$ cat src/rtl/fcd_pkg.sv
package fcd_pkg;

    typedef enum logic [1:0] {
        RM_ARRAY   = 2'd0,
        RM_IDENT   = 2'd1,
        RM_CFI     = 2'd2,
        RM_SECURED = 2'd3
    } read_mode_e;

    typedef enum logic [3:0] {
        SQ_IDLE,
        SQ_UNL1,
        SQ_UNL2,
        SQ_PGM,
        SQ_ER_UNL0,
        SQ_ER_UNL1,
        SQ_ER_FINAL,
        SQ_SEC_EXIT,
        SQ_BYP_PGM,
        SQ_BYP_EXIT
    } seq_e;

    typedef struct packed {
        logic pgm;
        logic sec_erase;
        logic chip_erase;
        logic reset;
        logic suspend;
        logic resume;
    } strobe_t;

    localparam logic [11:0] ADR_UNLOCK_A = 12'hAAA;
    localparam logic [11:0] ADR_UNLOCK_B = 12'h555;
    localparam logic [11:0] ADR_QUERY    = 12'h0AA;

    localparam logic [7:0] CB_UNLOCK_A = 8'hAA;
    localparam logic [7:0] CB_UNLOCK_B = 8'h55;
    localparam logic [7:0] CB_IDENT    = 8'h90;
    localparam logic [7:0] CB_PROGRAM  = 8'hA0;
    localparam logic [7:0] CB_ERASE    = 8'h80;
    localparam logic [7:0] CB_SECURED  = 8'h88;
    localparam logic [7:0] CB_BYPASS   = 8'h20;
    localparam logic [7:0] CB_CHIP     = 8'h10;
    localparam logic [7:0] CB_SECTOR   = 8'h30;
    localparam logic [7:0] CB_RESET    = 8'hF0;
    localparam logic [7:0] CB_QUERY    = 8'h98;
    localparam logic [7:0] CB_SUSPEND  = 8'hB0;
    localparam logic [7:0] CB_EXIT     = 8'h00;

    function automatic logic any_strobe(input strobe_t s);
        return |s;
    endfunction

endpackage

$ cat src/rtl/fcd_addr_match.sv
module fcd_addr_match
    import fcd_pkg::*;
#(
    parameter int ADDR_W = 22
) (
    input  logic [ADDR_W-1:0] addr,
    output logic              hit_a,
    output logic              hit_b,
    output logic              hit_query
);
    localparam int CMP_W = 12;

    logic [CMP_W-1:0] low;
    assign low = addr[CMP_W-1:0];

    assign hit_a     = (low == ADR_UNLOCK_A);
    assign hit_b     = (low == ADR_UNLOCK_B);
    assign hit_query = (low == ADR_QUERY);
endmodule

$ cat src/rtl/fcd_ident_rom.sv
module fcd_ident_rom
    import fcd_pkg::*;
#(
    parameter logic [7:0] DEVICE_CODE = 8'h7E
) (
    input  read_mode_e mode,
    input  logic [7:0] rd_addr,
    input  logic       sector_prot,
    output logic [7:0] id_data
);
    always_comb begin
        id_data = 8'h00;
        if (mode == RM_IDENT) begin
            case (rd_addr)
                8'h00:   id_data = 8'h01;
                8'h02:   id_data = DEVICE_CODE;
                8'h04:   id_data = {7'b0, sector_prot};
                default: id_data = 8'h00;
            endcase
        end
    end
endmodule

$ cat src/rtl/fcd_seq_fsm.sv
module fcd_seq_fsm
    import fcd_pkg::*;
#(
    parameter int ADDR_W   = 22,
    parameter int DATA_W   = 16,
    parameter int SECT_LSB = 16
) (
    input  logic                       clk,
    input  logic                       rst,
    input  logic                       wr_en,
    input  logic [ADDR_W-1:0]          wr_addr,
    input  logic [DATA_W-1:0]          wr_data,
    input  logic                       erase_active,
    input  logic                       hit_a,
    input  logic                       hit_b,
    input  logic                       hit_query,
    output strobe_t                    stb,
    output logic [ADDR_W-1:0]          pgm_addr,
    output logic [7:0]                 pgm_data,
    output logic [ADDR_W-SECT_LSB-1:0] sec_addr,
    output read_mode_e                 mode,
    output logic                       bypass
);
    seq_e state;
    logic susp;
    logic [7:0] cb;

    assign cb = wr_data[7:0];

    always_ff @(posedge clk) begin
        if (rst) begin
            state    <= SQ_IDLE;
            mode     <= RM_ARRAY;
            bypass   <= 1'b0;
            susp     <= 1'b0;
            stb      <= '0;
            pgm_addr <= '0;
            pgm_data <= '0;
            sec_addr <= '0;
        end else begin
            stb <= '0;
            if (wr_en) begin
                state <= SQ_IDLE;
                case (state)
                    SQ_IDLE: begin
                        if (bypass) begin
                            if (cb == CB_PROGRAM)
                                state <= SQ_BYP_PGM;
                            else if (cb == CB_IDENT)
                                state <= SQ_BYP_EXIT;
                            else if (cb == CB_SUSPEND && erase_active && !susp) begin
                                stb.suspend <= 1'b1;
                                susp        <= 1'b1;
                            end else if (cb == CB_SECTOR && susp) begin
                                stb.resume <= 1'b1;
                                susp       <= 1'b0;
                            end
                        end else if (cb == CB_RESET) begin
                            stb.reset <= 1'b1;
                            mode      <= RM_ARRAY;
                        end else if (hit_a && cb == CB_UNLOCK_A) begin
                            state <= SQ_UNL1;
                        end else if (hit_query && cb == CB_QUERY) begin
                            if (mode == RM_ARRAY || mode == RM_IDENT)
                                mode <= RM_CFI;
                        end else if (cb == CB_SUSPEND && erase_active && !susp) begin
                            stb.suspend <= 1'b1;
                            susp        <= 1'b1;
                        end else if (cb == CB_SECTOR && susp) begin
                            stb.resume <= 1'b1;
                            susp       <= 1'b0;
                        end
                    end
                    SQ_UNL1: begin
                        if (hit_b && cb == CB_UNLOCK_B)
                            state <= SQ_UNL2;
                    end
                    SQ_UNL2: begin
                        if (hit_a) begin
                            case (cb)
                                CB_IDENT: begin
                                    if (mode == RM_SECURED)
                                        state <= SQ_SEC_EXIT;
                                    else
                                        mode <= RM_IDENT;
                                end
                                CB_PROGRAM: state  <= SQ_PGM;
                                CB_ERASE:   state  <= SQ_ER_UNL0;
                                CB_SECURED: mode   <= RM_SECURED;
                                CB_BYPASS:  bypass <= 1'b1;
                                default:    state  <= SQ_IDLE;
                            endcase
                        end
                    end
                    SQ_PGM, SQ_BYP_PGM: begin
                        stb.pgm  <= 1'b1;
                        pgm_addr <= wr_addr;
                        pgm_data <= cb;
                    end
                    SQ_ER_UNL0: begin
                        if (hit_a && cb == CB_UNLOCK_A)
                            state <= SQ_ER_UNL1;
                    end
                    SQ_ER_UNL1: begin
                        if (hit_b && cb == CB_UNLOCK_B)
                            state <= SQ_ER_FINAL;
                    end
                    SQ_ER_FINAL: begin
                        if (hit_a && cb == CB_CHIP) begin
                            stb.chip_erase <= 1'b1;
                        end else if (cb == CB_SECTOR) begin
                            stb.sec_erase <= 1'b1;
                            sec_addr      <= wr_addr[ADDR_W-1:SECT_LSB];
                        end
                    end
                    SQ_SEC_EXIT: begin
                        if (cb == CB_EXIT)
                            mode <= RM_ARRAY;
                    end
                    SQ_BYP_EXIT: begin
                        if (cb == CB_EXIT)
                            bypass <= 1'b0;
                    end
                    default: state <= SQ_IDLE;
                endcase
            end
        end
    end

    // a strobe only follows an accepted write
    a_r1_strobe_after_write: assert property (@(posedge clk) disable iff (rst)
        any_strobe(stb) |-> $past(wr_en));

    // strobes never overlap
    a_r1_one_strobe: assert property (@(posedge clk) disable iff (rst)
        $onehot0(stb));

    // suspend only while an erase was running
    a_r9_suspend_needs_erase: assert property (@(posedge clk) disable iff (rst)
        stb.suspend |-> $past(erase_active));

    // bypass program step only exists in bypass mode
    a_r8_bypass_state: assert property (@(posedge clk) disable iff (rst)
        (state == SQ_BYP_PGM || state == SQ_BYP_EXIT) |-> bypass);

    // CFI entry only from array or identification mode
    a_r6_cfi_entry: assert property (@(posedge clk) disable iff (rst)
        (mode == RM_CFI && $past(mode) != RM_CFI) |->
        ($past(mode) == RM_ARRAY || $past(mode) == RM_IDENT));

    // the sequence state only moves on a write
    a_r10_idle_hold: assert property (@(posedge clk) disable iff (rst)
        !$past(wr_en) |-> $stable(state));
endmodule

$ cat src/rtl/flash_cmd_decoder.sv
module flash_cmd_decoder
    import fcd_pkg::*;
#(
    parameter int         ADDR_W      = 22,
    parameter int         DATA_W      = 16,
    parameter int         SECT_LSB    = 16,
    parameter logic [7:0] DEVICE_CODE = 8'h7E
) (
    input  logic                       clk,
    input  logic                       rst,
    input  logic                       wr_en,
    input  logic [ADDR_W-1:0]          wr_addr,
    input  logic [DATA_W-1:0]          wr_data,
    input  logic                       erase_active,
    input  logic [7:0]                 rd_addr,
    input  logic                       sector_prot,
    output logic                       pgm_stb,
    output logic [ADDR_W-1:0]          pgm_addr,
    output logic [7:0]                 pgm_data,
    output logic                       sec_erase_stb,
    output logic [ADDR_W-SECT_LSB-1:0] sec_addr,
    output logic                       chip_erase_stb,
    output logic                       reset_stb,
    output logic                       suspend_stb,
    output logic                       resume_stb,
    output logic [1:0]                 read_mode,
    output logic                       bypass_active,
    output logic [7:0]                 id_data
);
    logic       hit_a, hit_b, hit_query;
    strobe_t    stb;
    read_mode_e mode;

    fcd_addr_match #(.ADDR_W(ADDR_W)) u_match (
        .addr      (wr_addr),
        .hit_a     (hit_a),
        .hit_b     (hit_b),
        .hit_query (hit_query)
    );

    fcd_seq_fsm #(
        .ADDR_W   (ADDR_W),
        .DATA_W   (DATA_W),
        .SECT_LSB (SECT_LSB)
    ) u_fsm (
        .clk          (clk),
        .rst          (rst),
        .wr_en        (wr_en),
        .wr_addr      (wr_addr),
        .wr_data      (wr_data),
        .erase_active (erase_active),
        .hit_a        (hit_a),
        .hit_b        (hit_b),
        .hit_query    (hit_query),
        .stb          (stb),
        .pgm_addr     (pgm_addr),
        .pgm_data     (pgm_data),
        .sec_addr     (sec_addr),
        .mode         (mode),
        .bypass       (bypass_active)
    );

    fcd_ident_rom #(.DEVICE_CODE(DEVICE_CODE)) u_ident (
        .mode        (mode),
        .rd_addr     (rd_addr),
        .sector_prot (sector_prot),
        .id_data     (id_data)
    );

    assign pgm_stb        = stb.pgm;
    assign sec_erase_stb  = stb.sec_erase;
    assign chip_erase_stb = stb.chip_erase;
    assign reset_stb      = stb.reset;
    assign suspend_stb    = stb.suspend;
    assign resume_stb     = stb.resume;
    assign read_mode      = mode;

    // identification data is zero outside identification mode
    a_r5_ident_gate: assert property (@(posedge clk) disable iff (rst)
        (read_mode != 2'd1) |-> (id_data == 8'h00));

    // reset strobe coincides with array mode
    a_r12_reset_to_array: assert property (@(posedge clk) disable iff (rst)
        reset_stb |-> (read_mode == 2'd0));
endmodule

$ cat config.mk
export PLATFORM = sky130hd
export DESIGN_NAME = flash_cmd_decoder
export DESIGN_NICKNAME = d
export VERILOG_FILES = /design/src/rtl/fcd_pkg.sv /design/src/rtl/fcd_addr_match.sv /design/src/rtl/fcd_ident_rom.sv /design/src/rtl/fcd_seq_fsm.sv /design/src/rtl/flash_cmd_decoder.sv
export SDC_FILE = /design/constraint.sdc
export NUM_CORES = 1
export LEC_CHECK = 0
export BUFFER_PORTS_ARGS = -buffer_cell sky130_fd_sc_hd__buf_2
export CAP_MARGIN = 20
export CORE_MARGIN = 4
export CORE_UTILIZATION = 29
export DETAILED_ROUTE_END_ITERATION = 16
export PLACE_DENSITY = 0.61
export SYNTH_ARGS = -nofsm -noshare
export SYNTH_HDL_FRONTEND = slang
export SYNTH_SLANG_ARGS = --single-unit
export TNS_END_PERCENT = 30
$ cat constraint.sdc
create_clock -name clk -period 3.57 [get_ports clk]
set_input_delay 0.714 -clock clk [delete_from_list [all_inputs] [get_ports clk]]
set_output_delay 0.714 -clock clk [all_outputs]
set_load 0.03 [all_outputs]
==> results.sh, run 1 <==
export IMPL_outcome="complete, no violations"
export IMPL_drt_iter0_markers=161
export IMPL_critical_path_required_ns=2.86
export IMPL_grt_usage_pct=13.6
export IMPL_fin_crit_sh_pct=72.1
export IMPL_power_density_nw_per_um2=354
export IMPL_syn_avg_cell_area_um2=9.13
export IMPL_cts_resized=0
export IMPL_synth_edff_count=0
export IMPL_dr_pass1_iters=4
export IMPL_grt_pass1_wl_mm=10.7
export IMPL_via_per_inst=4.87
export IMPL_synthArstFlopShare_pct=0
export IMPL_drcViolationCount=0
export IMPL_yosys_top_cells_area="dfxtp_1 (43%), mux2i_1 (16%), nor2_1 (7.4%)"
export IMPL_start_util_pct=29.8
export IMPL_grt_pass1_vias=2149
export IMPL_synth_ff_type="dfxtp_1"
export IMPL_nFillCells=825
export IMPL_wl_met2_mm=3.03
export IMPL_synth_area_leader_cell="dfxtp_1"
export IMPL_finalWeightedCongestion=0.907
export IMPL_area_delta_synth_final_pct=27.8
export IMPL_clockBufferDepth=2
export IMPL_wl_met1_mm=3.00
export IMPL_antenna_left=0
export IMPL_crit_path_cell_trace="buf_2 > nor4b_1 > nand2_1 > nor3b_1 > buf_2"
export IMPL_pre_cts_slack_ns=0.930
export IMPL_critPathMaxStageDelay_ns=0.39
export IMPL_drive_gt1_share_pct=32.6
export IMPL_rsz0062_at_grt="no"
export IMPL_core_area_um2=7770
export IMPL_io_pin_count=104
export IMPL_crit_start="rd_addr[0]"
export IMPL_path_buf_inv=2
export IMPL_clockRootBuffer="clkbuf_8"
export IMPL_routed_via_count=2152
export IMPL_ir_drop_mv=0.215
export IMPL_clk_pin_slew_ns=0.10
export IMPL_setup_tns_ns=0
export IMPL_wire_per_inst_um=14.9
export IMPL_tightest_slew_ns=0.630
export IMPL_routed_wl_mm=6.57
export IMPL_finalCriticalPeriod_ns=2.57
export IMPL_yosysWarningCount=0
export IMPL_synth_cell_types=48
export IMPL_fin_nets=390
export IMPL_routed_wl_met3_um=467
export IMPL_worstPathArrival_ns=1.86
export IMPL_crit_slowest_cell="nor3b_1"
export IMPL_layout_setup_ws_ns=0.995
export IMPL_reg2reg_from="u_fsm.state[2]"
export IMPL_ys_seq_area_share_pct=43.2
export IMPL_final_setup_viol_count=0
export IMPL_cts_sinks=50
export IMPL_worstHoldPathType="flop to flop"
export IMPL_p_leak_uw=0.00122
export IMPL_hold_viol=0
export IMPL_maxCapViolations=0
export IMPL_gr_total_overflow=0
export IMPL_antenna_found_initial=0
export IMPL_startpoint_type="input pin"
export IMPL_endpoint="id_data[2]"
export IMPL_slew_limit_headroom_pct=57.6
export IMPL_fin_skew_ns=0.00889
export IMPL_synth_top_area_share_pct=43.2
export IMPL_critPathMaxFanout=6
export IMPL_yosysMostFrequentCell="dfxtp_1"
export IMPL_hold_buffers=0
export IMPL_cts_tree="done"
export IMPL_totalPowerFinal_uw=1050
export IMPL_setup_worst_path_end_class="output pin"
export IMPL_h_tree_depth=2
export IMPL_numCtsBuffers=5
export IMPL_syn_inst=254
export IMPL_r2r_cells=5
export IMPL_maxUsedRoutingLayer="met4"
export IMPL_row_count=32
export IMPL_max_freq_ghz=0.388
export IMPL_die_h_um=97.4
export IMPL_synth_seq_cells=50
export IMPL_path_class="input pin to output pin"
export IMPL_antenna_cells=0
export IMPL_synthTopCellsByCount="dfxtp_1 (50), nor2_1 (46), mux2i_1 (36)"
export IMPL_clk_latency_ns=0.31
export IMPL_timing_rr_end="u_fsm.sec_addr[4]"
export IMPL_critPathMostFrequentCell="buf_2"
export IMPL_die_area_um2=9490
export IMPL_grt_max_degree=30
export IMPL_syn_nets=305
export IMPL_final_max_slew_viol_count=0
export IMPL_crit_cells=5
export IMPL_rrSetupSlack_ns=1.48
export IMPL_post_cts_buffers=0
export IMPL_portBuffers=94
export IMPL_hpwl_mm=4.97
export IMPL_path_delay_family="simple AND/OR/NAND/NOR gates"
export IMPL_die_x_um=97.4
export IMPL_syn_area_um2=2320
placed cells by master (no fill, tap or decap), drive strengths merged, types with 7 or more instances in the layout:
cell type,n
buf,97
nand2,11
dfxtp,50
nor3,7
nor2,47
mux2i,36
layout make-up:
| class | count | area [um2] | share of cell area, % |
|---|---|---|---|
| multi-input cells | 182 | 1210 | 40.9 |
| flip-flops and latches | 50 | 1000 | 33.8 |
| repair buffers | 97 | 493 | 16.6 |
| well taps | 102 | 128 | 4.31 |
| clock buffers | 5 | 68.8 | 2.32 |
| clock inverters | 3 | 48.8 | 1.65 |
| inverters | 3 | 11.3 | 0.380 |
power breakdown:
part	switching (uW)	internal, uW
registers	0.0524	557
logic	42.8	28.2
clock network	208	214
total	251	799
sequential cells by signal (all words and copies together), names as in the netlist:
register	count
u_fsm.bypass	1
u_fsm.mode	2
u_fsm.pgm_addr	22
u_fsm.pgm_data	8
u_fsm.sec_addr	6
u_fsm.state	4
u_fsm.stb	6
u_fsm.susp	1
cells by family after synthesis:
logic type | share of synthesized area (%)
other | 0.162
buffers and inverters | 4.69
xor gates and xnor gates | 0.378
AOI/OAI and AO/OA | 8.09
DFF | 43.2
and+or+nand+nor | 28.0
muxes | 15.5
worst min-delay path by stage:
stage | startpoint | to | slack [ns] | cells after the start
after floorplan | u_fsm.susp | u_fsm.stb[0] | 0.47 | 1
after global placement | u_fsm.sec_addr[5] | u_fsm.sec_addr[5] | 0.47 | 2
after detailed placement | u_fsm.pgm_data[6] | u_fsm.pgm_data[6] | 0.48 | 2
after CTS | u_fsm.pgm_data[6] | u_fsm.pgm_data[6] | 0.50 | 2
after global routing | u_fsm.susp | u_fsm.stb[0] | 0.52 | 1
final | u_fsm.pgm_addr[5] | u_fsm.pgm_addr[5] | 0.50 | 2
worst register-to-register path, stage by stage, from the launching register on:
cell and delay, ns:
dfxtp_1 0.53, inv_1 0.10, or4_1 0.58, nor2_2 0.47, mux2i_1 0.24, nor2_1 0.05
stage by stage:
step	hold WS (ns)	instance area, um2	util [%]	cells
2_1_floorplan	0.466	2320	-	254
3_3_place_gp	0.468	2850	36.6	434
3_5_place_dp	0.476	2850	36.6	434
4_1_cts	0.503	2960	38.2	442
5_1_grt	0.521	2960	38.2	442
6_report	0.499	2960	38.2	442
per-layer routing:
metal  global-route usage, %  vias to the layer above
met5                       0                        -
met4                    5.01                        0
met3                    4.59                       10
met2                    21.1                       78
met1                    17.5                      988
li1                        -                     1076
Power figures use the tool's default switching activity.
==> run 2, diff against run 1 <==
--- a/config.mk
+++ b/config.mk
@@ -5,12 +5,13 @@
 export SDC_FILE = /design/constraint.sdc
 export NUM_CORES = 1
 export LEC_CHECK = 0
+export ABC_AREA = 1
 export BUFFER_PORTS_ARGS = -buffer_cell sky130_fd_sc_hd__buf_2
 export CAP_MARGIN = 20
 export CORE_MARGIN = 4
 export CORE_UTILIZATION = 29
 export DETAILED_ROUTE_END_ITERATION = 16
-export PLACE_DENSITY = 0.61
+export PLACE_DENSITY = 0.6
 export SYNTH_ARGS = -nofsm -noshare
 export SYNTH_HDL_FRONTEND = slang
 export SYNTH_SLANG_ARGS = --single-unit
==> constraint.sdc (replaced) <==
create_clock -name clk -period 2.6 [get_ports clk]
set_input_delay 0.52 -clock clk [delete_from_list [all_inputs] [get_ports clk]]
set_output_delay 0.52 -clock clk [all_outputs]
set_load 0.03 [all_outputs]
==> run 2 against run 1 <==
Effect of this change:
- design area increased by 8.0%
- clock power increased by 18%
- total power increased by 31%
- via count increased by 30%
- non-clock buffer count unchanged
- setup slack got worse by 0.50 ns
- clock skew decreased by 0.0035 ns
==> results.sh, run 2 <==
export IMPL_wire_per_inst_um=12.9
export IMPL_synth_fa_ha_area_share_pct=0
export IMPL_die_h_um=102
export IMPL_synth_xor_area_share_pct=0
export IMPL_antenna_left=0
export IMPL_setup_tns_ns=0
export IMPL_synthArstFlopShare_pct=0
export IMPL_yosysWarningCount=0
export IMPL_whs_path_depth=3
export IMPL_yosys_area_share_simple_pct=36.5
export IMPL_numCtsBuffers=5
export IMPL_synth_top_area_share_pct=38.7
export IMPL_fin_crit_sh_pct=81.1
export IMPL_hpwl_mm=6.11
export IMPL_grt_usage_pct=14.7
export IMPL_drcViolationCount=0
export IMPL_fin_skew_ns=0.00536
export IMPL_yosysMostFrequentCell="nor2_1"
export IMPL_clk_latency_ns=0.31
export IMPL_synthTopCellsByCount="nor2_1 (80), nand2_1 (68), dfxtp_1 (50)"
export IMPL_final_setup_viol_count=0
export IMPL_final_cell_area_um2=3200
export IMPL_die_x_um=102
export IMPL_grt_pass1_vias=2610
export IMPL_rsz0062_at_grt="no"
export IMPL_top_regs="u_fsm.pgm_addr (22), u_fsm.pgm_data (8)"
export IMPL_cts_sinks=50
export IMPL_area_delta_synth_final_pct=23.7
export IMPL_maxCapViolations=0
export IMPL_largest_register_ffs=22
export IMPL_top_register="u_fsm.pgm_addr"
export IMPL_ys_seq_area_share_pct=38.7
export IMPL_grt_max_degree=50
export IMPL_clk_pin_slew_ns=0.11
export IMPL_critical_path_required_ns=2.08
export IMPL_totalPowerFinal_uw=1380
export IMPL_h_tree_depth=2
export IMPL_outcome="complete, no violations"
export IMPL_reg2reg_from="u_fsm.state[1]"
export IMPL_p_leak_uw=0.00158
export IMPL_syn_nets=447
export IMPL_final_cell_mix="buf_2 (94), nor2_1 (80), nand2_1 (68)"
export IMPL_die_area_um2=10500
export IMPL_syn_inst=396
export IMPL_synth_cell_types=25
export IMPL_hold_viol=0
export IMPL_drive_gt1_share_pct=25.4
export IMPL_cts_resized=0
export IMPL_syn_area_um2=2590
export IMPL_via_per_inst=4.71
export IMPL_synth_seq_cells=50
export IMPL_max_freq_ghz=0.474
export IMPL_worstHoldPathType="input pin to flop"
export IMPL_layoutNonFillerInstCount=592
export IMPL_gr_total_overflow=0
export IMPL_critPathMaxFanout=6
export IMPL_mostFrequentLayoutCell="buf_2"
export IMPL_r2r_cells=8
export IMPL_dpl_cell_count=584
export IMPL_synth_area_leader_cell="dfxtp_1"
export IMPL_io_pin_count=104
export IMPL_rrSetupSlack_ns=0.77
export IMPL_clockBufferDepth=2
export IMPL_antenna_found_initial=0
export IMPL_routed_via_count=2791
export IMPL_clockRootBuffer="clkbuf_8"
export IMPL_synth_ff_type="dfxtp_1"
export IMPL_fin_nets=534
export IMPL_finalWeightedCongestion=0.887
export IMPL_final_max_slew_viol_count=0
export IMPL_setup_worst_path_end_class="output pin"
export IMPL_synth_mux_area_share_pct=0
export IMPL_startpoint_type="input pin"
export IMPL_antenna_cells=0
export IMPL_synth_edff_count=0
export IMPL_grt_pass1_wl_mm=12.4
export IMPL_dr_pass1_iters=4
export IMPL_syn_avg_cell_area_um2=6.53
export IMPL_ir_drop_mv=0.180
export IMPL_start_util_pct=29.7
export IMPL_placed_area_um2=3100
export IMPL_post_cts_buffers=0
export IMPL_hold_buffers=0
export IMPL_min_delay_start="wr_addr[14]"
export IMPL_yosys_top_cells_area="dfxtp_1 (39%), nor2_1 (12%), nand2_1 (9.9%)"
export IMPL_timing_rr_end="u_fsm.pgm_addr[7]"
export IMPL_finalCriticalPeriod_ns=2.11
export IMPL_core_area_um2=8720
export IMPL_portBuffers=94
export IMPL_power_density_nw_per_um2=431
export IMPL_worstPathArrival_ns=1.59
export IMPL_cts_tree="done"
export IMPL_synth_top_family_by_area="simple AND/OR/NAND/NOR gates"
export IMPL_worstHoldEndpoint="u_fsm.pgm_addr[14]"
export IMPL_drt_iter0_markers=133
export IMPL_row_count=34
export IMPL_synth_compound_area_share_pct=13.8
export IMPL_routed_wl_mm=7.64
export IMPL_path_class="input pin to output pin"
## run 2: kinds of logic (layout without fill, tap and decap cells)
kind of cell	count (synthesis)	after routing
and+or+nand+nor	214	214
DFF	50	50
buffers and inverters	61	149
AOI/OAI and AO/OA	70	70
other	1	1
## run 2: worst max-delay path, stage by stage
cell and delay (ns):
buf_2 0.09, nor4_1 0.26, nand4_1 0.17, nor3b_2 0.29, buf_2 0.25
## run 2: worst max-delay path by stage
stage | startpoint | endpoint | slack (ns)
finish | rd_addr[5] | id_data[4] | 0.49
global placement | rd_addr[5] | id_data[1] | 0.53
CTS | rd_addr[5] | id_data[5] | 0.46
global route | rd_addr[5] | id_data[4] | 0.38
floorplan | rd_addr[5] | id_data[2] | 0.28
detailed placement | rd_addr[5] | id_data[5] | 0.46
## run 2: area by class of cell
type | instances | area, um2
inverters | 44 | 165
repair buffers | 97 | 493
clock buffers | 5 | 68.8
clock inverters | 3 | 28.8
multi-input cells | 285 | 1310
well taps | 108 | 135
fillers | 978 | 5520
flip-flops and latches | 50 | 1000
## run 2: stage by stage
step                      utilization [%]  setup WS, ns  hold slack, ns
final                                36.7         0.492           0.456
after global routing                 36.7         0.380           0.462
after CTS                            36.7         0.460           0.449
after detailed placement             35.6         0.463           0.468
after global placement               35.6         0.529           0.464
after floorplan                         -         0.281           0.456
## run 2: routing by layer
layer | part of all wire (%) | track usage [%] | vias to the layer above
met2 | 47 | 24.2 | 88
met3 | 6.8 | 3.14 | 6
met1 | 45 | 19.9 | 1246
li1 | - | - | 1451
met5 | 0 | 0 | -
met4 | 1.0 | 3.33 | 0
## run 2: power by group
part / total [uW] / leakage (uW) / switching, uW / internal (uW)
combinational: 119 / 0.00113 / 77.8 / 41.3
clock: 496 / 0.0000506 / 294 / 202
sequential: 766 / 0.000402 / 0.122 / 765
